`src/rtl/trace_seq_pkg.sv`:
```
package trace_seq_pkg;

    typedef enum logic [2:0] {
        ST_RUN    = 3'd0,
        ST_REQ    = 3'd1,
        ST_WAIT   = 3'd2,
        ST_LOAD   = 3'd3,
        ST_SIGNAL = 3'd4
    } tseq_state_e;

endpackage

```
`src/rtl/trace_seq_fsm.sv`:
```
module trace_seq_fsm
    import trace_seq_pkg::*;
(
    input  logic        clk,
    input  logic        rst,
    input  logic        ins_done,
    input  logic        ins_stop,
    input  logic        t_now,
    input  logic        t_loaded,
    input  logic        exc_ack,
    output logic        cap_norm,
    output logic        cap_stop,
    output logic        trc_req,
    output logic        sr_load,
    output logic        stop_entered
);

    tseq_state_e state_q, state_d;
    logic        post_q, post_d;

    // state register
    always_ff @(posedge clk) begin
        if (rst) begin
            state_q <= ST_RUN;
            post_q  <= 1'b0;
        end else begin
            state_q <= state_d;
            post_q  <= post_d;
        end
    end

    // transitions
    always_comb begin
        state_d = state_q;
        post_d  = post_q;
        unique case (state_q)
            ST_RUN: begin
                if (ins_done && ins_stop) begin
                    state_d = ST_LOAD;
                end else if (ins_done && t_now) begin
                    state_d = ST_REQ;
                    post_d  = 1'b0;
                end
            end
            ST_REQ: begin
                if (exc_ack) state_d = post_q ? ST_SIGNAL : ST_RUN;
                else         state_d = ST_WAIT;
            end
            ST_WAIT: begin
                if (exc_ack) state_d = post_q ? ST_SIGNAL : ST_RUN;
            end
            ST_LOAD: begin
                if (t_loaded) begin
                    state_d = ST_REQ;
                    post_d  = 1'b1;
                end else begin
                    state_d = ST_SIGNAL;
                end
            end
            ST_SIGNAL: begin
                state_d = ST_RUN;
                post_d  = 1'b0;
            end
            default: begin
                state_d = ST_RUN;
                post_d  = 1'b0;
            end
        endcase
    end

    // outputs
    always_comb begin
        cap_norm     = (state_q == ST_RUN) && ins_done && !ins_stop && t_now;
        cap_stop     = (state_q == ST_RUN) && ins_done && ins_stop;
        trc_req      = (state_q == ST_REQ);
        sr_load      = (state_q == ST_LOAD);
        stop_entered = (state_q == ST_SIGNAL);
    end

endmodule

```
`src/rtl/trace_seq_frame.sv`:
```
module trace_seq_frame #(
    parameter int AW       = 32,
    parameter int SW       = 16,
    parameter int STOP_LEN = 4
) (
    input  logic          clk,
    input  logic          rst,
    input  logic          cap_norm,
    input  logic          cap_stop,
    input  logic [AW-1:0] ins_pc,
    input  logic [AW-1:0] ins_next_pc,
    input  logic [SW-1:0] sr_val,
    input  logic [SW-1:0] stop_imm,
    output logic [AW-1:0] pc_q,
    output logic [SW-1:0] sr_q
);

    localparam logic [AW-1:0] STOP_STEP = AW'(STOP_LEN);

    always_ff @(posedge clk) begin
        if (rst) begin
            pc_q <= '0;
            sr_q <= '0;
        end else if (cap_stop) begin
            pc_q <= ins_pc + STOP_STEP;
            sr_q <= stop_imm;
        end else if (cap_norm) begin
            pc_q <= ins_next_pc;
            sr_q <= sr_val;
        end
    end

endmodule

```
`src/rtl/trace_seq.sv`:
```
module trace_seq #(
    parameter int AW       = 32,
    parameter int SW       = 16,
    parameter int TBIT     = 15,
    parameter int STOP_LEN = 4
) (
    input  logic          clk,
    input  logic          rst,
    input  logic          ins_done,
    input  logic          ins_stop,
    input  logic [AW-1:0] ins_pc,
    input  logic [AW-1:0] ins_next_pc,
    input  logic [SW-1:0] stop_imm,
    input  logic [SW-1:0] sr_val,
    input  logic          exc_ack,
    output logic          trc_req,
    output logic [AW-1:0] trc_pc,
    output logic [SW-1:0] trc_sr,
    output logic          sr_load,
    output logic [SW-1:0] sr_load_val,
    output logic          stop_entered
);

    logic          cap_norm;
    logic          cap_stop;
    logic [AW-1:0] pc_q;
    logic [SW-1:0] sr_q;

    trace_seq_fsm u_fsm (
        .clk          (clk),
        .rst          (rst),
        .ins_done     (ins_done),
        .ins_stop     (ins_stop),
        .t_now        (sr_val[TBIT]),
        .t_loaded     (sr_q[TBIT]),
        .exc_ack      (exc_ack),
        .cap_norm     (cap_norm),
        .cap_stop     (cap_stop),
        .trc_req      (trc_req),
        .sr_load      (sr_load),
        .stop_entered (stop_entered)
    );

    trace_seq_frame #(
        .AW       (AW),
        .SW       (SW),
        .STOP_LEN (STOP_LEN)
    ) u_frame (
        .clk         (clk),
        .rst         (rst),
        .cap_norm    (cap_norm),
        .cap_stop    (cap_stop),
        .ins_pc      (ins_pc),
        .ins_next_pc (ins_next_pc),
        .sr_val      (sr_val),
        .stop_imm    (stop_imm),
        .pc_q        (pc_q),
        .sr_q        (sr_q)
    );

    assign trc_pc      = pc_q;
    assign trc_sr      = sr_q;
    assign sr_load_val = sr_q;

endmodule

```
`config.mk`:
```
export PLATFORM = sky130hd
export DESIGN_NAME = trace_seq
export DESIGN_NICKNAME = d
export VERILOG_FILES = /design/src/rtl/trace_seq_pkg.sv /design/src/rtl/trace_seq_fsm.sv /design/src/rtl/trace_seq_frame.sv /design/src/rtl/trace_seq.sv
export SDC_FILE = /design/constraint.sdc
export NUM_CORES = 1
export LEC_CHECK = 0
export ABC_AREA = 1
export CAP_MARGIN = 20
export CORE_MARGIN = 2
export CORE_UTILIZATION = 40
export DETAILED_ROUTE_END_ITERATION = 8
export PLACE_DENSITY = 0.86
export SYNTH_ARGS = -nofsm -noshare
export SYNTH_HDL_FRONTEND = slang
export SYNTH_SLANG_ARGS = --single-unit
```
`constraint.sdc`:
```
create_clock -name clk -period 1.61 [get_ports clk]
set_clock_uncertainty 0.1 [all_clocks]
set_input_delay 0.4025 -clock clk [delete_from_list [all_inputs] [get_ports clk]]
set_output_delay 0.4025 -clock clk [all_outputs]
set_load 0.02 [all_outputs]
```
==> impl_metrics.ini, run 1 <==
[yosys]
synthArstFlopShare_pct = 0
synth_edf_count = 0
synth_largest_area_cell = dfxtp_1
ys_warn_count = 0
yosysUniqueCellTypes = 32
syn_inst = 490
synth_top_cell_area_share_pct = 32.5
ys_ff_latch = 52
synth_top_flop_cell = dfxtp_1
seq_area_frac_synth_pct = 32.5
ys_top_cells_by_area = dfxtp_1, nand2_1, nor2_1
avgSynthCellArea_um2 = 6.54
syn-cell-area_mm2 = 0.00321
syn_nets = 592

[sta]
setup_viol = 1
tightestPinTransition_ns = 0.283
setup_ws_ns = -0.00447
finalHoldViolCount = 0
max_slew_margin_pct = 81.0
rsz0062_at_grt = yes
min_period_over_period_pct = 100
period_minus_slack_ns = 1.61
tns_ns = -0.00447
final-max-slew-violation-count = 0
clock.fmax_ghz = 0.619

[critical_path]
rr_startpoint = u_fsm.state_q[2]
critPathRequiredTime_ns = 1.73
arrival_ns = 1.73
cp-start-kind = input pin
r2r_setup_slack_ns = 0.01
crit_chain = clkdlybuf4s50_1 > nand2_2 > a21oi_4 > inv_4 > buf_6 > nor3_2 > nor2_1 > o21ai_1 > inv_1
r2r_end = u_frame.pc_q[17]
rr_worst_depth = 10
path_class = in2reg
crit_slowest_cell = clkdlybuf4s50_1
endpoint_kind = register
worstPathMaxFanout = 6
cpPeakStageDelay_ns = 0.47
crit_start = sr_val[15]
crit_end = u_frame.pc_q[17]

[global_route]
grt_start_max_net_pins = 33
grt_first_pass_wirelength_um = 18000
grt-ovfl-total = 0
grt_pass1_vias = 4040
grt_util_all_layers_pct = 25.6
antenna_found_initial = 1

[routing]
first_pass_iters = 4
wl_per_cell_um = 14.6
drc = 0
ant_nets = 0
drtIter0Drc = 179
drt_wl_total_um = 11500
num_vias = 4056
via_per_inst = 5.12

[cells_and_area]
final_cells = 792
design_area_mm2 = 0.00548
syn2layout_area_growth_pct = 70.8
drive_above_1_share_pct = 21.3
fin_nets = 790
final-seq-area_mm2 = 0.00104
multiInputGateArea_mm2 = 0.00192
num-fill-cells = 662

[job]
maxCapViolCount = 0

[die]
start_util_pct = 41.3
die_w_um = 93.5
core_area_mm2 = 0.00777
rows = 32
ioPinCount = 168
die_y_um = 93.5
die-area_mm2 = 0.00875

[place]
dp_hpwl_um = 8970
portBuffers = 167
place_congestion = 0.957
placed_area_mm2 = 0.00527
placed_cells = 782

[hold_path]
hold_class = reg2reg

[power]
cellPowerDensity_mw_per_mm2 = 761
peakVddDrop_mv = 0.360
leakage_nw = 2.58

[clock_tree]
htreeDepth = 2
clkLatencyLatePin_ns = 0.31
cts_tree = done
clk_pin_slew_worst_paths_ns = 0.11
cts.sinks = 52
clock_path_buffers = 2
cts_buffers = 5
cts_root_buf = clkbuf_8
ctsHoldBuffers = 0

[run_status]
violations = negative setup slack
outcome = finished with violations
timing repair:
item	4_1_cts	5_1_grt
gates cloned	0	0
pin swaps	15	4
setup buffers	1	0
gates resized for setup	135	35
setup endpoints to repair	117	41
worst min-delay path by stage:
stage | startpoint | depth (start not counted) | end | slack, ns
floorplan | u_fsm.post_q | 2 | u_fsm.post_q | 0.34
global placement | u_frame.pc_q[20] | 2 | u_frame.pc_q[20] | 0.35
detailed placement | u_frame.pc_q[27] | 2 | u_frame.pc_q[27] | 0.36
CTS | u_frame.pc_q[29] | 2 | u_frame.pc_q[29] | 0.37
global route | u_frame.pc_q[23] | 2 | u_frame.pc_q[23] | 0.40
finish | u_frame.pc_q[29] | 2 | u_frame.pc_q[29] | 0.37
placed cells by master, fill, tap and decap left out, drive strengths merged:
cell type	count
a211oi	3
clkdlybuf4s15	2
clkdlybuf4s50	71
inv	35
ha	1
o221a	1
and2	1
clkinvlp	1
buf	69
o31ai	1
a31oi	2
bufinv	1
clkbuf	6
o221ai	1
clkinv	1
xor2	9
o21ai	41
dlygate4sd2	83
o22ai	20
o21bai	1
dlymetal6s2s	7
nor2	77
nand2	108
nor3	25
dfxtp	52
a21oi	39
or2	1
nand3	30
diode	1
through the flow:
stage | setup slack [ns] | hold WS (ns) | util, % | power, W
floorplan | 0.0980 | 0.344 | - | 0.00249
global placement | -0.521 | 0.353 | 67.8 | 0.00334
detailed placement | -0.553 | 0.358 | 67.8 | 0.00338
CTS | 0.00646 | 0.371 | 69.2 | 0.00417
global route | -0.0829 | 0.401 | 70.5 | 0.00439
finish | -0.00447 | 0.368 | 70.5 | 0.00417
kinds of logic (layout without fill, tap and decap cells):
family,after synthesis,after routing,share of synthesized area [%]
other cells,0,1,0
buf+inv,77,276,12.6
compound gates,109,109,18.7
simple gates,242,242,33.4
fa+ha+maj,1,1,0.390
xor+xnor,9,9,2.46
flops,52,52,32.5
routing by layer:
metal / global-route usage [%] / wire (µm) / vias to the layer above
met1: 28.9 / 4520 / 1859
met4: 8.70 / 251 / 0
li1: - / - / 2001
met5: 0 / 0 / -
met2: 47.6 / 5760 / 172
met3: 5.08 / 1000 / 24
critical path, delay by kind of cell:
family	cells	cell delay, ns
buffers and inverters	4	0.76
AOI/OAI and AO/OA	2	0.31
and+or+nand+nor	3	0.26
power breakdown:
part	total, W	switching [W]	internal, W
registers	0.00155	0.0000975	0.00146
logic	0.00169	0.000926	0.000765
clock network	0.000921	0.000460	0.000461
synthesized netlist by cell type, types with 2 or more instances:
cell	count
xor2_1	9
buf_4	21
nor2_2	14
nor2_4	5
a31oi_1	2
o21ai_0	39
buf_2	10
dfxtp_1	52
nand2_2	2
nand2_1	106
buf_6	3
nor3_1	23
a211oi_1	3
a21oi_1	38
o21ai_1	2
nor3_2	2
clkbuf_2	2
clkbuf_1	5
inv_1	34
o22ai_1	20
nand3_1	30
nor2_1	58
cell type report:
| type | count | area share [%] |
|---|---|---|
| clock inverter | 3 | 0.777 |
| inverter | 35 | 2.44 |
| tap | 102 | 2.33 |
| clock buffer | 5 | 1.26 |
| antenna | 1 | 0.0457 |
| timing repair buffer | 233 | 39.0 |
| multi-input combinational | 361 | 35.1 |
| sequential | 52 | 19.1 |
state kept, by name (all words and copies together), names as in the netlist:
register / count
u_frame.pc_q: 32
u_frame.sr_q: 16
u_fsm.state_q: 3
u_fsm.post_q: 1
No activity file was read; power rests on OpenSTA's default activity.
==> run 2: changes to the inputs <==
--- a/config.mk
+++ b/config.mk
@@ -7,10 +7,11 @@
 export LEC_CHECK = 0
 export ABC_AREA = 1
 export CAP_MARGIN = 20
-export CORE_MARGIN = 2
+export CORE_MARGIN = 3
 export CORE_UTILIZATION = 40
 export DETAILED_ROUTE_END_ITERATION = 8
 export PLACE_DENSITY = 0.86
+export SLEW_MARGIN = 5
 export SYNTH_ARGS = -nofsm -noshare
 export SYNTH_HDL_FRONTEND = slang
 export SYNTH_SLANG_ARGS = --single-unit
==> run 2 against run 1 <==
Compared with the run above:
- the flow still finishes with violations (negative setup slack)
- clock power up 36%
- core utilization increased by 5.1 points
- combinational power increased by 17%
- first-iteration DRC count up 1.1%
- die area grew 4.3%
- critical path type is now reg2out
- via count up 6.6%
- non-clock buffer count is 11 higher
- fmax decreased by 6.6%
- register-to-register slack worse by 0.11 ns
==> impl_metrics.ini, run 2 (synthesis results as in run 1) <==
[global_route]
grt_start_max_net_pins = 22
grt_pass1_vias = 4154
grt-ovfl-total = 0
grt_first_pass_wirelength_um = 19400
antenna_found_initial = 1
grt_util_all_layers_pct = 27.0

[hold_path]
hold_class = reg2reg
holdPathStages = 2

[critical_path]
rr_worst_depth = 10
critPathRequiredTime_ns = 1.11
endpoint_kind = output pin
cp-start-kind = register
worstPathMaxFanout = 3
path_class = reg2out
arrival_ns = 1.23

[cells_and_area]
fin_nets = 801
final_common_cell = nand2_1
num-fill-cells = 573
syn2layout_area_growth_pct = 83.1
drive_above_1_share_pct = 26.6
multiInputGateArea_mm2 = 0.00206
final-seq-area_mm2 = 0.00104
final_cell_mix = nand2_1, dlygate4sd2_1, clkdlybuf4s50_1, buf_4, dfxtp_1
regMostFlops = u_frame.pc_q
largestRegisters = u_frame.pc_q x32, u_frame.sr_q x16, u_fsm.state_q x3
largest_reg_flops = 32
diodes = 0

[routing]
drtIter0Drc = 181
wl_per_cell_um = 16.5
ant_nets = 0
via_per_inst = 5.39
first_pass_iters = 5
num_vias = 4325
drc = 0
drt_wl_total_um = 13300

[die]
die-area_mm2 = 0.00913
rows = 32
core_area_mm2 = 0.00777
start_util_pct = 41.3
die_y_um = 95.5
die_w_um = 95.5
ioPinCount = 168

[sta]
holdWs_ns = 0.375
max_slew_margin_pct = 81.3
setup_ws_ns = -0.119
min_period_over_period_pct = 107
clock.fmax_ghz = 0.578
final-max-slew-violation-count = 0
finalHoldViolCount = 0
rsz0062_at_grt = yes
tightestPinTransition_ns = 0.278
period_minus_slack_ns = 1.73
setup_viol = 34

[power]
cellPowerDensity_mw_per_mm2 = 817
leakage_nw = 2.73
peakVddDrop_mv = 0.363
finalPower_w = 0.00480

[place]
portBuffers = 167
dp_hpwl_um = 9110
place_congestion = 0.965

[clock_tree]
clk_pin_slew_worst_paths_ns = 0.11
cts_root_buf = clkbuf_8
htreeDepth = 2
clock_path_buffers = 2
cts_tree = done
cts.sinks = 52
clkLatencyLatePin_ns = 0.32
cts_buffers = 5
ctsHoldBuffers = 0

[run_status]
violations = negative setup slack
outcome = finished with violations

[job]
maxCapViolCount = 0
==> run 2: cell count changes in the layout (fill, tap and decap cells not counted), sizes merged <==
cell / before / now
buf: 69 / 78
dlygate4sd2: 83 / 76
clkbuf: 6 / 12
clkdlybuf4s50: 71 / 74
bufbuf: 0 / 2
bufinv: 1 / 3
clkdlybuf4s15: 2 / 0
clkinvlp: 1 / 0
diode: 1 / 0
inv: 35 / 34
==> run 2: stage by stage <==
| step | utilization, % | std cells | area (µm²) | setup TNS, ns | setup WS, ns |
|---|---|---|---|---|---|
| final | 75.6 | 802 | 5870 | -2.28 | -0.119 |
| after global routing | 75.6 | 802 | 5870 | -4.55 | -0.194 |
| after CTS | 72.4 | 794 | 5620 | -0.184 | -0.0662 |
| after detailed placement | 67.4 | 776 | 5240 | -23.11 | -0.618 |
| after global placement | 67.4 | 776 | 5240 | -20.71 | -0.531 |
| after floorplan | - | 490 | 3210 | 0 | 0.0980 |
==> run 2: worst max-delay path: stages, from the launching register on <==
cell,delay (ns)
dfxtp_2,0.34
inv_1,0.15
nand3_1,0.17
inv_1,0.08
buf_2,0.16
==> run 2: where the power goes <==
group / switching (W) / internal, W
Combinational: 0.00105 / 0.000928
Sequential: 0.000108 / 0.00146
Clock: 0.000477 / 0.000777
==> run 2: cell type report <==
| type | instances | area share (%) |
|---|---|---|
| clock inverter | 3 | 1.53 |
| clock buffer | 5 | 1.17 |
| sequential | 52 | 17.8 |
| multi-input combinational | 361 | 35.1 |
| timing repair buffer | 244 | 39.8 |
| inverter | 35 | 2.37 |
| tap | 102 | 2.17 |
==> run 2: path summary, 6_finish.rpt <==
kind / startpoint / endpoint / slack [ns]
worst max-delay path: u_fsm.state_q[2] / trc_req / -0.12
worst max register to register: u_fsm.state_q[1] / u_frame.pc_q[18] / -0.10
worst min register to register: u_frame.pc_q[29] / u_frame.pc_q[29] / 0.38
worst min-delay path: u_frame.pc_q[29] / u_frame.pc_q[29] / 0.38
==> run 2: what timing repair did <==
item	CTS	global route
resized for setup	151	77
endpoints found under the setup margin	117	56
cloned	4	0
pin swaps	25	23
buffers inserted	6	8
==> run 2: per-layer routing <==
| metal | part of all wire (%) | up-vias | GRT usage (%) | routed length (µm) |
|---|---|---|---|---|
| li1 | - | 2030 | - | - |
| met1 | 37 | 2023 | 29.6 | 4860 |
| met2 | 51 | 224 | 50.1 | 6750 |
| met3 | 9.1 | 46 | 6.31 | 1210 |
| met4 | 3.2 | 2 | 9.24 | 422 |
| met5 | 0.053 | - | 0 | 7 |
